<file path="src/rtl/uhr_pkg.sv">
package uhr_pkg;
  // register word indices (bus_addr[4:2])
  typedef enum logic [2:0] {
    IDX_DATA = 3'd0,
    IDX_CTRL = 3'd1,
    IDX_BAUD = 3'd2,
    IDX_CMD  = 3'd3,
    IDX_STAT = 3'd4
  } reg_idx_e;

  localparam int CTRL_W = 26;
  localparam int BAUD_W = 16;
  localparam int CMD_W  = 15;
  localparam int NFLAG  = 6;
  localparam int STAT_CNT_W = 5;

  // flag vector in status order: bit0 is the LSB member (last)
  typedef struct packed {
    logic pe;
    logic fe;
    logic brk;
    logic oe;
    logic trdy;
    logic rrdy;
  } flags_t;

  // control field positions
  localparam int C_WLEN = 6;
  localparam int C_PEN  = 9;
  localparam int C_PEVN = 10;
  localparam int C_STOP = 11;
  localparam int C_HS   = 12;
  localparam int C_FBRK = 13;
  localparam int C_DLY  = 14;
  localparam int C_THR  = 22;

  // command bit positions
  localparam int K_PULL   = 10;
  localparam int K_RXCLR  = 11;
  localparam int K_TXCLR  = 12;
  localparam int K_TRDY_R = 13;
  localparam int K_TRDY_S = 14;
endpackage

</file>
<file path="src/rtl/uhr_fifo.sv">
module uhr_fifo #(
  parameter int DW    = 8,
  parameter int DEPTH = 16,
  localparam int AW   = (DEPTH > 1) ? $clog2(DEPTH) : 1,
  localparam int CW   = $clog2(DEPTH + 1)
) (
  input  logic          clk,
  input  logic          rst_n,
  input  logic          clear,
  input  logic          in_valid,
  input  logic [DW-1:0] in_data,
  output logic          in_ready,
  output logic          out_valid,
  output logic [DW-1:0] out_data,
  input  logic          out_ready,
  output logic [CW-1:0] count
);
  logic [DW-1:0] mem [DEPTH];
  logic [AW-1:0] wr_ptr, rd_ptr;
  logic          push, pop;

  function automatic logic [AW-1:0] step(input logic [AW-1:0] p);
    return (p == AW'(DEPTH - 1)) ? '0 : p + 1'b1;
  endfunction

  assign in_ready  = (count != CW'(DEPTH));
  assign out_valid = (count != '0);
  assign out_data  = mem[rd_ptr];
  assign push      = in_valid && in_ready && !clear;
  assign pop       = out_valid && out_ready && !clear;

  always_ff @(posedge clk) begin
    if (push) mem[wr_ptr] <= in_data;
  end

  always_ff @(posedge clk) begin
    if (!rst_n || clear) begin
      wr_ptr <= '0;
      rd_ptr <= '0;
      count  <= '0;
    end else begin
      if (push) wr_ptr <= step(wr_ptr);
      if (pop)  rd_ptr <= step(rd_ptr);
      case ({push, pop})
        2'b10:   count <= count + 1'b1;
        2'b01:   count <= count - 1'b1;
        default: count <= count;
      endcase
    end
  end


  clear_empties_chk: assert property (@(posedge clk) disable iff (!rst_n)
    clear |=> (count == '0));


  no_overflow_chk: assert property (@(posedge clk) disable iff (!rst_n)
    count <= CW'(DEPTH));


  full_hold_chk: assert property (@(posedge clk) disable iff (!rst_n)
    (count == CW'(DEPTH) && !out_ready && !clear) |=> (count == CW'(DEPTH)));
endmodule

</file>
<file path="src/rtl/uhr_flags.sv">
module uhr_flags
  import uhr_pkg::*;
#(
  parameter int CNT_W = 5,
  parameter int DLY_W = 8,
  parameter int THR_W = 4
) (
  input  logic             clk,
  input  logic             rst_n,
  input  logic             ev_over,
  input  logic             ev_brk,
  input  logic             ev_fe,
  input  logic             ev_pe,
  input  logic             bit_tick,
  input  logic [CNT_W-1:0] rx_count,
  input  logic [CNT_W-1:0] tx_count,
  input  logic [NFLAG-1:0] sw_set,
  input  logic [NFLAG-1:0] sw_clr,
  input  logic [NFLAG-1:0] ie,
  input  logic [DLY_W-1:0] dly,
  input  logic [THR_W-1:0] thr,
  output flags_t           flags,
  output logic             irq
);
  logic [NFLAG-1:0] flag_q;
  logic [NFLAG-1:0] hw_set;
  logic [DLY_W-1:0] wait_q;
  logic             rx_busy;
  logic             rrdy_cond, trdy_cond;
  logic             irq_q;

  assign rx_busy   = (rx_count != '0);
  assign rrdy_cond = rx_busy && (wait_q >= dly);
  assign trdy_cond = (tx_count <= CNT_W'(thr));

  // hardware set sources in status order
  assign hw_set = {ev_pe, ev_fe, ev_brk, ev_over, trdy_cond, rrdy_cond};

  always_ff @(posedge clk) begin
    if (!rst_n || !rx_busy) begin
      wait_q <= '0;
    end else if (bit_tick && (wait_q < dly)) begin
      wait_q <= wait_q + 1'b1;
    end
  end

  for (genvar g = 0; g < NFLAG; g++) begin : g_flag
    always_ff @(posedge clk) begin
      if (!rst_n) flag_q[g] <= 1'b0;
      else        flag_q[g] <= hw_set[g] | sw_set[g] | (flag_q[g] & ~sw_clr[g]);
    end
  end

  always_ff @(posedge clk) begin
    if (!rst_n) irq_q <= 1'b0;
    else        irq_q <= |(flag_q & ie);
  end

  assign flags = flags_t'(flag_q);
  assign irq   = irq_q;


  brk_hw_wins_chk: assert property (@(posedge clk) disable iff (!rst_n)
    ev_brk |=> flags.brk);


  irq_follow_chk: assert property (@(posedge clk) disable iff (!rst_n)
    ((flag_q & ie) != '0) |=> irq);


  trdy_level_chk: assert property (@(posedge clk) disable iff (!rst_n)
    (tx_count <= CNT_W'(thr)) |=> flags.trdy);


  rrdy_idle_chk: assert property (@(posedge clk) disable iff (!rst_n)
    (rx_count == '0) |=> (wait_q == '0));
endmodule

</file>
<file path="src/rtl/uart_host_regs.sv">
module uart_host_regs
  import uhr_pkg::*;
#(
  parameter int DATA_W     = 8,
  parameter int FIFO_DEPTH = 16,
  parameter int DLY_W      = 8,
  parameter int THR_W      = 4,
  localparam int CNT_W     = $clog2(FIFO_DEPTH + 1)
) (
  input  logic              clk,
  input  logic              rst_n,
  input  logic              bus_sel,
  input  logic              bus_we,
  input  logic [4:0]        bus_addr,
  input  logic [31:0]       bus_wdata,
  output logic [31:0]       bus_rdata,
  input  logic              rx_in_valid,
  input  logic [DATA_W-1:0] rx_in_data,
  output logic              rx_in_ready,
  input  logic              ev_break,
  input  logic              ev_frame_err,
  input  logic              ev_parity_err,
  input  logic              bit_tick,
  output logic              tx_out_valid,
  output logic [DATA_W-1:0] tx_out_data,
  input  logic              tx_out_ready,
  input  logic              ser_txd_raw,
  output logic              ser_txd,
  output logic [2:0]        cfg_word_len,
  output logic              cfg_par_en,
  output logic              cfg_par_even,
  output logic              cfg_two_stop,
  output logic              cfg_hs_en,
  output logic              cfg_break,
  output logic [11:0]       baud_mant,
  output logic [3:0]        baud_exp,
  output logic              irq
);
  logic [CTRL_W-1:0] ctrl_q;
  logic [BAUD_W-1:0] baud_q;
  logic [DATA_W-1:0] hold_q;
  logic [2:0]        idx;
  logic              wr;
  logic [CMD_W-1:0]  cmd;
  logic [NFLAG-1:0]  sw_set, sw_clr, ie;
  logic [CNT_W-1:0]  rx_count, tx_count;
  logic              rx_head_valid;
  logic [DATA_W-1:0] rx_head;
  logic              pull;
  logic              tx_push;
  flags_t            flags;
  logic              unused_bits;

  assign idx = bus_addr[4:2];
  assign wr  = bus_sel && bus_we;
  assign cmd = (wr && idx == IDX_CMD) ? bus_wdata[CMD_W-1:0] : '0;
  assign pull    = cmd[K_PULL];
  assign tx_push = wr && (idx == IDX_DATA);
  assign unused_bits = ^{bus_addr[1:0], bus_wdata[31:CTRL_W]};

  always_ff @(posedge clk) begin
    if (!rst_n) begin
      ctrl_q <= '0;
      baud_q <= '0;
    end else if (wr) begin
      if (idx == IDX_CTRL) ctrl_q <= bus_wdata[CTRL_W-1:0];
      if (idx == IDX_BAUD) baud_q <= bus_wdata[BAUD_W-1:0];
    end
  end

  always_ff @(posedge clk) begin
    if (!rst_n)                     hold_q <= '0;
    else if (pull && rx_head_valid) hold_q <= rx_head;
  end

  // status order {pe, fe, brk, oe, trdy, rrdy}
  assign sw_clr = {cmd[4], cmd[3], cmd[2], cmd[1], cmd[K_TRDY_R], cmd[0]};
  assign sw_set = {cmd[9], cmd[8], cmd[7], cmd[6], cmd[K_TRDY_S], cmd[5]};
  assign ie     = {ctrl_q[4], ctrl_q[3], ctrl_q[2], ctrl_q[1], ctrl_q[5], ctrl_q[0]};

  uhr_fifo #(.DW(DATA_W), .DEPTH(FIFO_DEPTH)) u_rxq (
    .clk, .rst_n,
    .clear    (cmd[K_RXCLR]),
    .in_valid (rx_in_valid),
    .in_data  (rx_in_data),
    .in_ready (rx_in_ready),
    .out_valid(rx_head_valid),
    .out_data (rx_head),
    .out_ready(pull),
    .count    (rx_count)
  );

  uhr_fifo #(.DW(DATA_W), .DEPTH(FIFO_DEPTH)) u_txq (
    .clk, .rst_n,
    .clear    (cmd[K_TXCLR]),
    .in_valid (tx_push),
    .in_data  (bus_wdata[DATA_W-1:0]),
    .in_ready (),
    .out_valid(tx_out_valid),
    .out_data (tx_out_data),
    .out_ready(tx_out_ready),
    .count    (tx_count)
  );

  uhr_flags #(.CNT_W(CNT_W), .DLY_W(DLY_W), .THR_W(THR_W)) u_flags (
    .clk, .rst_n,
    .ev_over (rx_in_valid && !rx_in_ready),
    .ev_brk  (ev_break),
    .ev_fe   (ev_frame_err),
    .ev_pe   (ev_parity_err),
    .bit_tick(bit_tick),
    .rx_count(rx_count),
    .tx_count(tx_count),
    .sw_set  (sw_set),
    .sw_clr  (sw_clr),
    .ie      (ie),
    .dly     (ctrl_q[C_DLY +: DLY_W]),
    .thr     (ctrl_q[C_THR +: THR_W]),
    .flags   (flags),
    .irq     (irq)
  );

  assign cfg_word_len = ctrl_q[C_WLEN +: 3];
  assign cfg_par_en   = ctrl_q[C_PEN];
  assign cfg_par_even = ctrl_q[C_PEVN];
  assign cfg_two_stop = ctrl_q[C_STOP];
  assign cfg_hs_en    = ctrl_q[C_HS];
  assign cfg_break    = ctrl_q[C_FBRK];
  assign baud_mant    = baud_q[11:0];
  assign baud_exp     = baud_q[15:12];
  assign ser_txd      = ser_txd_raw && !ctrl_q[C_FBRK];

  always_comb begin
    bus_rdata = '0;
    if (bus_sel && !bus_we) begin
      case (idx)
        IDX_DATA: bus_rdata = 32'(hold_q);
        IDX_CTRL: bus_rdata = 32'(ctrl_q);
        IDX_BAUD: bus_rdata = 32'(baud_q);
        IDX_STAT: bus_rdata = {16'b0, STAT_CNT_W'(tx_count),
                               STAT_CNT_W'(rx_count), flags};
        default:  bus_rdata = '0;
      endcase
    end
  end


  pull_load_chk: assert property (@(posedge clk) disable iff (!rst_n)
    (pull && rx_head_valid) |=> (hold_q == $past(rx_head)));


  tx_full_drop_chk: assert property (@(posedge clk) disable iff (!rst_n)
    (tx_push && tx_count == CNT_W'(FIFO_DEPTH) && !tx_out_ready && !cmd[K_TXCLR])
      |=> (tx_count == CNT_W'(FIFO_DEPTH)));


  overrun_chk: assert property (@(posedge clk) disable iff (!rst_n)
    (rx_in_valid && !rx_in_ready) |=> flags.oe);
endmodule

</file>
<file path="config.mk">
export PLATFORM = sky130hd
export DESIGN_NAME = uart_host_regs
export DESIGN_NICKNAME = d
export VERILOG_FILES = /design/src/rtl/uhr_pkg.sv /design/src/rtl/uhr_fifo.sv /design/src/rtl/uhr_flags.sv /design/src/rtl/uart_host_regs.sv
export SDC_FILE = /design/constraint.sdc
export NUM_CORES = 1
export LEC_CHECK = 0
export BUFFER_PORTS_ARGS = -buffer_cell sky130_fd_sc_hd__buf_2
export CORE_MARGIN = 2
export CORE_UTILIZATION = 25
export CTS_CLUSTER_SIZE = 40
export DETAILED_ROUTE_END_ITERATION = 12
export PLACE_DENSITY = 0.36
export SYNTH_ARGS = -nofsm -noshare
export SYNTH_HDL_FRONTEND = slang
export SYNTH_SLANG_ARGS = --single-unit
</file>
<file path="constraint.sdc">
create_clock -name clk -period 3.34 [get_ports clk]
set_input_delay 0.501 -clock clk [delete_from_list [all_inputs] [get_ports clk]]
set_output_delay 0.501 -clock clk [all_outputs]
set_load 0.005 [all_outputs]
</file>
==> flow_summary_export.csv, run 1 <==
group,metric,value,unit
routing,vias,9211,
routing,ant_nets,0,
floorplan,die-area,0.0621,mm^2
global_routing,track_usage,0.133,
worst_setup_path,crit_required,3.76,ns
global_routing,antenna_found_initial,2,
clock_network,clk_latency,0.56,ns
worst_setup_path,arrival,3.39,ns
power,leakage,6.03,nW
yosys,synth-adder-area-share,0.0291,
yosys,synth_area,0.0150,mm^2
sta,finClkSkew,0.0103,ns
layout,areaGrowthSynthToFinish,18.9,%
sta,setup_viol,0,
floorplan,die_x,249,um
worst_hold_path,hp-class,"input port to register",
clock_network,path_clk_slew,0.06,ns
power,ir_drop,0.000340,V
global_routing,grt_max_degree,51,
yosys,async_flop_share,0,
routing,wl_per_cell,20.2,um
routing,drt-initial-drc-count,398,
sta,grt_setup_unrepaired,"false",
global_routing,grt_pass1_wl,62.3,mm
global_routing,met1_usage,0.181,
yosys,synth_edf_count,256,
worst_setup_path,endpoint_kind,"register",
yosys,postSynthAreaPerCell,13.7,um^2
layout,seq_area,0.00959,mm^2
clock_network,cts_made_buffers,42,
sta,fmax,338,MHz
layout,drive_above_1_share,0.216,
clock_network,cts_tree,"built",
layout,nets,1321,
routing,viasPerCell,4.52,
layout,num_antenna_cells,0,
yosys,ys_seq_elements,351,
yosys,synthCells,1093,
run,max-cap-violations,0,
global_routing,grt_overflow,0,
routing,firstDrtPassIters,5,
yosys,synthXorXnorAreaFrac,0.00466,
worst_setup_path,cp-start-kind,"register",
routing,wl,41.2,mm
routing,drc,0,
floorplan,die_h,249,um
yosys,synth_top_family_by_area,"multiplexers",
yosys,synthFlopType,"edfxtp_1",
worst_setup_path,critPathKind,"register to register",
clock_network,clkSinkCount,351,
global_routing,grtUsageMet2,0.217,
sta,final_max_slew_viol_count,0,
placed_design,gp_congestion,0.772,
outcome,status,"finished, final reports clean",
yosys,synthSimpleGateAreaFrac,0.0953,
yosys,yosys.area.top_type,"edfxtp_1",
yosys,yosysWarnings,0,
worst_setup_path,crit_fanout,6,
sta,period_needed,2.96,ns
power,p_per_area,538,mW/mm^2
sta,fin_setup_tns,0,ns
global_routing,top_usage_layer,"met2",
floorplan,num_io_pins,124,
layout,fill_cells,6044,
yosys,synth_compound_area_frac,0.0796,
clock_network,cts_max_level,2,
yosys,post_synth_num_cell_types,67,
floorplan,rows,89,
sta,maxSlewHeadroom,0.368,
sta,finalCritPeriodShare,0.887,
yosys,synth.yosys.seq_area_share,0.638,
yosys,synth.area.mux_share,0.118,
yosys,netlist.area_leader.share,0.512,
placed_design,numPortBuffers,109,
layout,multiInputGateArea,0.00494,mm^2
clock_network,cts-root-buf,"clkbuf_16",
placed_design,placedCellCount,1961,
global_routing,grt_pass1_vias,9538,
layout,fin_cells,2036,
sta,hold_viol,0,
floorplan,core,0.0592,mm^2
floorplan,start_util,0.254,
clock_network,clockBufferDepth,3,
sta,tightest_slew,0.943,ns
global_routing,met3_usage,0.0234,
clock_network,cts_setup_buffers,0,
placed_design,hpwl,29.1,mm
yosys,synth_area_leaders,"edfxtp_1 51%, dfxtp_1 13%, mux4_2 6.0%",
## state kept, by name, summed over array words and instances (netlist names), 5 cells and up, named ones only
register and count:
ctrl_q 26, u_flags.flags 6, baud_q 16, u_txq.mem 128, u_rxq.count 5, hold_q 8, u_rxq.mem 128, u_txq.count 5
u_flags.wait_q 8
## worst paths after layout
path	from	endpoint	cells past startpoint	slack, ns
setup / recovery	u_rxq.count[0]	u_rxq.count[4]	11	0.38
hold / removal	ev_parity_err	u_flags.flags[5]	3	0.17
setup reg to reg	u_rxq.count[0]	u_rxq.count[4]	11	0.38
hold reg to reg	ctrl_q[8]	ctrl_q[8]	2	0.47
## timing repair
| action | CTS | global route |
|---|---|---|
| setup endpoints to repair | 0 | 1 |
| hold buffers | 0 | 0 |
| gates resized for setup | 0 | 1 |
## cells by family after synthesis
kind of cell	after synthesis
AND/OR/NAND/NOR	301
AO/OA/AOI/OAI	198
multiplexers	101
XOR/XNOR	8
flip-flops	351
buffers and inverters	99
adder cells (fa/ha/maj)	34
other	1
## metal layers
layer	wire length (um)	share of wire
met3	1440	0.035
met2	19400	0.47
met1	19500	0.47
met5	0	0
met4	838	0.020
## stage by stage
| step | utilization | worst slack [ns] | cell area, um^2 | total power [W] | hold WS [ns] |
|---|---|---|---|---|---|
| global route | 0.302 | 0.120 | 17900 | 0.00997 | 0.167 |
| global placement | 0.279 | 0.123 | 16500 | 0.00525 | 0.460 |
| detailed placement | 0.279 | 0.169 | 16500 | 0.00526 | 0.465 |
| finish | 0.302 | 0.377 | 17900 | 0.00961 | 0.170 |
| CTS | 0.302 | 0.131 | 17900 | 0.00977 | 0.129 |
| floorplan | - | 0.457 | 15000 | 0.00505 | 0.445 |
## power by group
group | switching (W) | leakage [nW] | internal [W]
clock | 0.00181 | 0.643 | 0.00264
combinational | 0.000261 | 2.31 | 0.000152
sequential | 0.0000307 | 3.08 | 0.00471
## cell type report
cell class,instances,area share
Sequential cell,351,0.537
Multi-Input combinational cell,648,0.276
Clock buffer,56,0.0639
Tap cell,773,0.0541
Timing Repair Buffer,157,0.0514
Clock inverter,19,0.0107
Inverter,32,0.00672
## worst max-delay path, stage by stage (launching register included)
cell and delay, ns:
dfxtp_1 0.38, or4_4 0.57, o21ai_2 0.17, nand3b_4 0.19, inv_2 0.07, ha_1 0.26, ha_1 0.32, nor2b_1 0.16
o21ai_0 0.20, nor4b_1 0.31, or3_1 0.15, a21oi_1 0.05
## synthesized netlist by cell type (14+ instances only)
cell and count:
a21oi_1 91, a22oi_1 14, a31oi_1 14, and3_1 15
buf_2 14, clkbuf_1 26, dfxtp_1 95, edfxtp_1 256
ha_1 31, inv_1 29, mux2i_1 45, mux4_1 16
mux4_2 40, nand2_1 124, nor2_1 76, nor2b_1 16
o21ai_0 20, o22ai_1 16
## cell usage in the layout (no fill, tap or decap), types with 13 or more instances in the layout
| cell | netlist | layout |
|---|---|---|
| buf_2 | 14 | 109 |
| and3_1 | 15 | 15 |
| nor2_1 | 76 | 75 |
| ha_1 | 31 | 31 |
| clkbuf_16 | 0 | 43 |
| mux4_1 | 16 | 16 |
| and2_1 | 13 | 13 |
| buf_4 | 12 | 47 |
| o21ai_0 | 20 | 20 |
| o22ai_1 | 16 | 16 |
| mux2i_1 | 45 | 45 |
| inv_1 | 29 | 29 |
| nor2b_1 | 16 | 16 |
| a31oi_1 | 14 | 14 |
| nand2_1 | 124 | 124 |
| mux4_2 | 40 | 40 |
| a22oi_1 | 14 | 14 |
| a21oi_1 | 91 | 91 |
| dfxtp_1 | 95 | 93 |
| edfxtp_1 | 256 | 256 |
Power figures use the tool's default switching activity.
==> run 2: changes to the inputs <==
--- a/config.mk
+++ b/config.mk
@@ -7,10 +7,10 @@
 export LEC_CHECK = 0
 export BUFFER_PORTS_ARGS = -buffer_cell sky130_fd_sc_hd__buf_2
 export CORE_MARGIN = 2
-export CORE_UTILIZATION = 25
+export CORE_UTILIZATION = 50
 export CTS_CLUSTER_SIZE = 40
 export DETAILED_ROUTE_END_ITERATION = 12
-export PLACE_DENSITY = 0.36
+export PLACE_DENSITY = 0.65
 export SYNTH_ARGS = -nofsm -noshare
 export SYNTH_HDL_FRONTEND = slang
 export SYNTH_SLANG_ARGS = --single-unit
==> flow_summary_export.csv, run 2 (synthesis gave the netlist of run 1 again) <==
group,metric,value,unit
placed_design,hpwl,22.8,mm
layout,final_common_cell,"edfxtp_1",
sta,timing.hold.ws,0.202,ns
routing,vias,9189,
clock_network,clockBufferDepth,3,
placed_design,dpl_cell_area,0.0160,mm^2
sta,grt_setup_unrepaired,"false",
worst_setup_path,critPathMaxStageDelay,0.68,ns
worst_setup_path,path_buf_inv,2,
worst_setup_path,crit_fanout,15,
worst_setup_path,critPathKind,"register to primary output",
power,ir_drop,0.000466,V
sta,finClkSkew,0.00850,ns
clock_network,cts_tree,"built",
clock_network,clkSinkCount,351,
power,leakage,5.97,nW
worst_setup_path,cp-start-kind,"register",
routing,ant_nets,0,
clock_network,cts_made_buffers,38,
layout,nets,1311,
layout,areaGrowthSynthToFinish,14.9,%
floorplan,core,0.0296,mm^2
clock_network,cts_max_level,2,
clock_network,cts_resized,0,
layout,largestRegisters,"u_rxq.mem x128, u_txq.mem x128, ctrl_q x26",
routing,wl,33.2,mm
layout,final_cell_mix,"256 x edfxtp_1, 124 x nand2_1, 109 x buf_2, 93 x dfxtp_1, 91 x a21oi_1",
clock_network,path_clk_slew,0.06,ns
placed_design,gp_congestion,0.861,
layout,num_antenna_cells,0,
sta,setup_viol,0,
layout,stdcell_area,0.0173,mm^2
placed_design,numPortBuffers,109,
layout,drive_above_1_share,0.212,
worst_setup_path,arrival,2.68,ns
worst_setup_path,cp_top_family,"multiplexers",
outcome,status,"finished, final reports clean",
sta,hold_viol,0,
floorplan,num_io_pins,124,
floorplan,die-area,0.0314,mm^2
power,p_per_area,539,mW/mm^2
worst_setup_path,critical_path.cell_chain,"buf_4 > mux4_1 > mux4_2 > buf_2",
sta,fmax,314,MHz
worst_hold_path,hp-class,"input port to register",
worst_setup_path,endpoint_kind,"primary output",
routing,wl_per_cell,20.2,um
clock_network,cts_hold_buf,0,
floorplan,die_x,177,um
clock_network,cts_setup_buffers,0,
routing,viasPerCell,5.60,
routing,firstDrtPassIters,5,
sta,final_max_slew_viol_count,0,
floorplan,die_h,177,um
sta,tightest_slew,0.864,ns
power,power,0.00931,W
global_routing,grt_pass1_wl,51.3,mm
clock_network,cts-root-buf,"clkbuf_16",
sta,finalCritPeriodShare,0.953,
layout,utilization,0.583,
floorplan,rows,63,
worst_setup_path,r2r_slack,0.32,ns
worst_setup_path,slowest_stage,"dfxtp_2",
global_routing,grt_pass1_vias,9104,
floorplan,start_util,0.507,
global_routing,track_usage,0.214,
clock_network,clk_latency,0.51,ns
sta,fin_setup_tns,0,ns
run,max-cap-violations,0,
worst_setup_path,crit_required,2.84,ns
routing,drc,0,
sta,maxSlewHeadroom,0.421,
sta,period_needed,3.18,ns
global_routing,grt_overflow,0,
routing,drt-initial-drc-count,716,
global_routing,grt_max_degree,42,
global_routing,antenna_found_initial,0,
## run 2: power by group
group / switching (W) / total [W] / leakage, nW / internal (W)
registers: 0.0000370 / 0.00475 / 3.08 / 0.00471
logic: 0.000241 / 0.000392 / 2.28 / 0.000152
clock network: 0.00165 / 0.00417 / 0.621 / 0.00252
## run 2: final cells by class
class                      count  area [um^2]
fill                        2407        12400
multi-input combinational    648         4930
timing repair buffer         151          873
clock buffer                  52         1090
sequential                   351         9590
tap                          390          488
inverter                      32          120
clock inverter                18          174
## run 2: final timing paths
check | to | depth (start not counted) | startpoint
max | tx_out_data[5] | 4 | register
min | u_flags.flags[4] | 3 | ev_frame_err
max reg2reg | u_rxq.count[4] | 11 | u_rxq.count[0]
min reg2reg | ctrl_q[10] | 2 | ctrl_q[10]
## run 2: through the flow
stage | worst slack, ns | std cells
5_1_grt | 0.0471 | 1642
3_3_place_gp | 0.266 | 1572
3_5_place_dp | 0.208 | 1572
2_1_floorplan | 0.457 | 1098
4_1_cts | 0.120 | 1642
6_report | 0.158 | 1642
## run 2: metal layers
layer	up-vias	routed length, um	part of all wire	GRT usage
met5	-	0	0	0
met4	0	648	0.020	0.0584
met3	46	1670	0.050	0.0315
met2	217	16300	0.49	0.351
met1	4560	14600	0.44	0.299
li1	4366	-	-	-
## run 2: worst min-delay path, delay by kind of cell
family,cells,cell delay [ns]
and+or+nand+nor,1,0.07
AOI/OAI and AO/OA,1,0.04
buffers and inverters,1,0.07
==> run 3: changes to the inputs <==
--- a/config.mk
+++ b/config.mk
@@ -10,7 +10,8 @@
 export CORE_UTILIZATION = 50
 export CTS_CLUSTER_SIZE = 40
 export DETAILED_ROUTE_END_ITERATION = 12
-export PLACE_DENSITY = 0.65
+export PLACE_DENSITY = 0.66
+export RECOVER_POWER = 50
 export SYNTH_ARGS = -nofsm -noshare
 export SYNTH_HDL_FRONTEND = slang
 export SYNTH_SLANG_ARGS = --single-unit
==> flow_summary_export.csv, run 3 (synthesis gave the netlist of run 1 again) <==
group,metric,value,unit
floorplan,die_h,177,um
worst_setup_path,critical_path.cell_chain,"nor4_1 > a21bo_2 > a21oi_2 > ha_1 > ha_1 > nor2b_1 > o21ai_0 > a211oi_1 > or3_1 > a21oi_1",
sta,final_max_slew_viol_count,51,
outcome,violations,"capacitance limit, slew limit",
power,p_comb_frac,0.043,
placed_design,gp_congestion,0.849,
clock_network,cts-root-buf,"clkbuf_16",
outcome,status,"finished, violations left",
sta,fin_setup_tns,0,ns
floorplan,die-area,0.0314,mm^2
layout,final_common_cell,"edfxtp_1",
power,pwr-share-clk,0.430,
worst_setup_path,crit_fanout,5,
power,p_sw_frac,0.209,
power,ir_drop,0.000448,V
worst_setup_path,arrival,3.42,ns
clock_network,path_clk_slew,0.06,ns
worst_setup_path,crit_required,3.78,ns
global_routing,grt_overflow,0,
clock_network,cts_hold_buf,0,
clock_network,cts_max_level,2,
floorplan,die_x,177,um
worst_hold_path,hp-class,"input port to register",
routing,route.met3.wl,1.70,mm
run,max-cap-violations,1,
layout,fill_cells,2415,
placed_design,hpwl,22.8,mm
worst_setup_path,critPathMaxStageDelay,0.57,ns
layout,drive_above_1_share,0.172,
layout,fin_cells,1635,
global_routing,grt_max_degree,51,
floorplan,core,0.0296,mm^2
sta,finClkSkew,0.0139,ns
clock_network,cts_resized,0,
routing,viasPerCell,5.67,
routing,drc,0,
global_routing,grt_pass1_vias,9083,
placed_design,numPortBuffers,109,
routing,wl_per_cell,20.6,um
clock_network,clk_latency,0.52,ns
routing,vias,9277,
sta,setup_viol,0,
power,p_int,0.00711,W
worst_setup_path,cp_top_family,"simple AND/OR/NAND/NOR gates",
clock_network,cts_made_buffers,36,
global_routing,track_usage,0.216,
worst_setup_path,endpoint_kind,"register",
worst_setup_path,cp-start-kind,"register",
sta,finalCritPeriodShare,0.891,
worst_setup_path,path_buf_inv,0,
worst_setup_path,critPathKind,"register to register",
clock_network,cts_tree,"built",
sta,grt_setup_unrepaired,"false",
layout,nets,1305,
clock_network,cts_setup_buffers,0,
floorplan,num_io_pins,124,
routing,highest_layer,"met4",
sta,fmax,336,MHz
sta,tightest_slew,2.32,ns
clock_network,clkSinkCount,351,
sta,maxSlewHeadroom,-0.545,
power,leakage,5.73,nW
routing,wl,33.6,mm
routing,wl_met1,14.7,mm
global_routing,antenna_found_initial,1,
layout,final_cell_mix,"256 x edfxtp_1, 124 x nand2_1, 93 x dfxtp_1, 91 x a21oi_1, 75 x nor2_1",
global_routing,grt_pass1_wl,51.4,mm
sta,period_needed,2.98,ns
routing,firstDrtPassIters,5,
power,seq_power_share,0.527,
layout,largestRegisters,"u_rxq.mem x128, u_txq.mem x128, ctrl_q x26",
worst_setup_path,cpMostUsedCell,"ha_1",
clock_network,clockBufferDepth,3,
floorplan,start_util,0.507,
worst_setup_path,slowest_stage,"nor4_1",
routing,route.met2.wl,16.5,mm
sta,hold_viol,0,
power,p_switching,0.00188,W
placed_design,placedCellCount,1568,
routing,ant_nets,0,
routing,drt-initial-drc-count,648,
power,p_per_area,527,mW/mm^2
floorplan,rows,63,
layout,areaGrowthSynthToFinish,13.6,%
==> run 3: cell types whose count changed in the layout (fill, tap and decap cells not counted), sizes merged <==
| cell | before | now |
|---|---|---|
| buf | 151 | 104 |
| clkbuf | 52 | 93 |
| clkinv | 15 | 12 |
| inv | 31 | 33 |
| bufinv | 3 | 2 |
| diode | 0 | 1 |
==> run 3: path summary, 6_finish.rpt <==
check                                    start                to  slack, ns  cells past startpoint
worst max register to register  u_txq.count[0]    u_txq.count[4]       0.36                     10
worst min-delay path             ev_parity_err  u_flags.flags[5]       0.20                      3
worst min register to register      ctrl_q[21]        ctrl_q[21]       0.47                      2
worst max-delay path            u_txq.count[0]    u_txq.count[4]       0.36                     10
==> run 3: worst min-delay path, cell delays in order <==
cell and delay, ns:
buf_2 0.07, a221oi_1 0.03, nor2_1 0.07
==> run 3: area by class of cell <==
cell class                 instances  area (um^2)  share of cell area
sequential                       351         9590               0.562
multi-input combinational        648         4930               0.289
clock buffer                      50          995              0.0583
timing repair buffer             147          782              0.0458
tap                              390          488              0.0286
clock inverter                    16          148             0.00865
inverter                          32          120             0.00704
antenna                            1         2.50            0.000147
==> run 3: routing by layer <==
layer / global-route usage / vias to the layer above
met3: 0.0362 / 55
met5: 0 / -
met2: 0.355 / 248
li1: - / 4363
met4: 0.0676 / 0
met1: 0.295 / 4611
==> run 3: power groups by stage <==
stage / registers, W / clock network (W) / logic (W)
2_1_floorplan: 0.00482 / 0 / 0.000232
3_3_place_gp: 0.00483 / 0 / 0.000385
3_5_place_dp: 0.00483 / 0 / 0.000393
4_1_cts: 0.00474 / 0.00392 / 0.000395
5_1_grt: 0.00474 / 0.00410 / 0.000425
6_report: 0.00474 / 0.00386 / 0.000387
==> run 3: per-stage QoR <==
| step | util | power (W) | setup slack (ns) | area, um^2 | hold WS, ns |
|---|---|---|---|---|---|
| after floorplan | - | 0.00505 | 0.457 | 15000 | 0.445 |
| after global placement | 0.539 | 0.00521 | 0.286 | 16000 | 0.457 |
| after detailed placement | 0.539 | 0.00522 | 0.242 | 16000 | 0.463 |
| after CTS | 0.578 | 0.00906 | 0.387 | 17100 | 0.183 |
| after global routing | 0.576 | 0.00926 | 0.133 | 17100 | 0.199 |
| final | 0.576 | 0.00899 | 0.363 | 17100 | 0.198 |
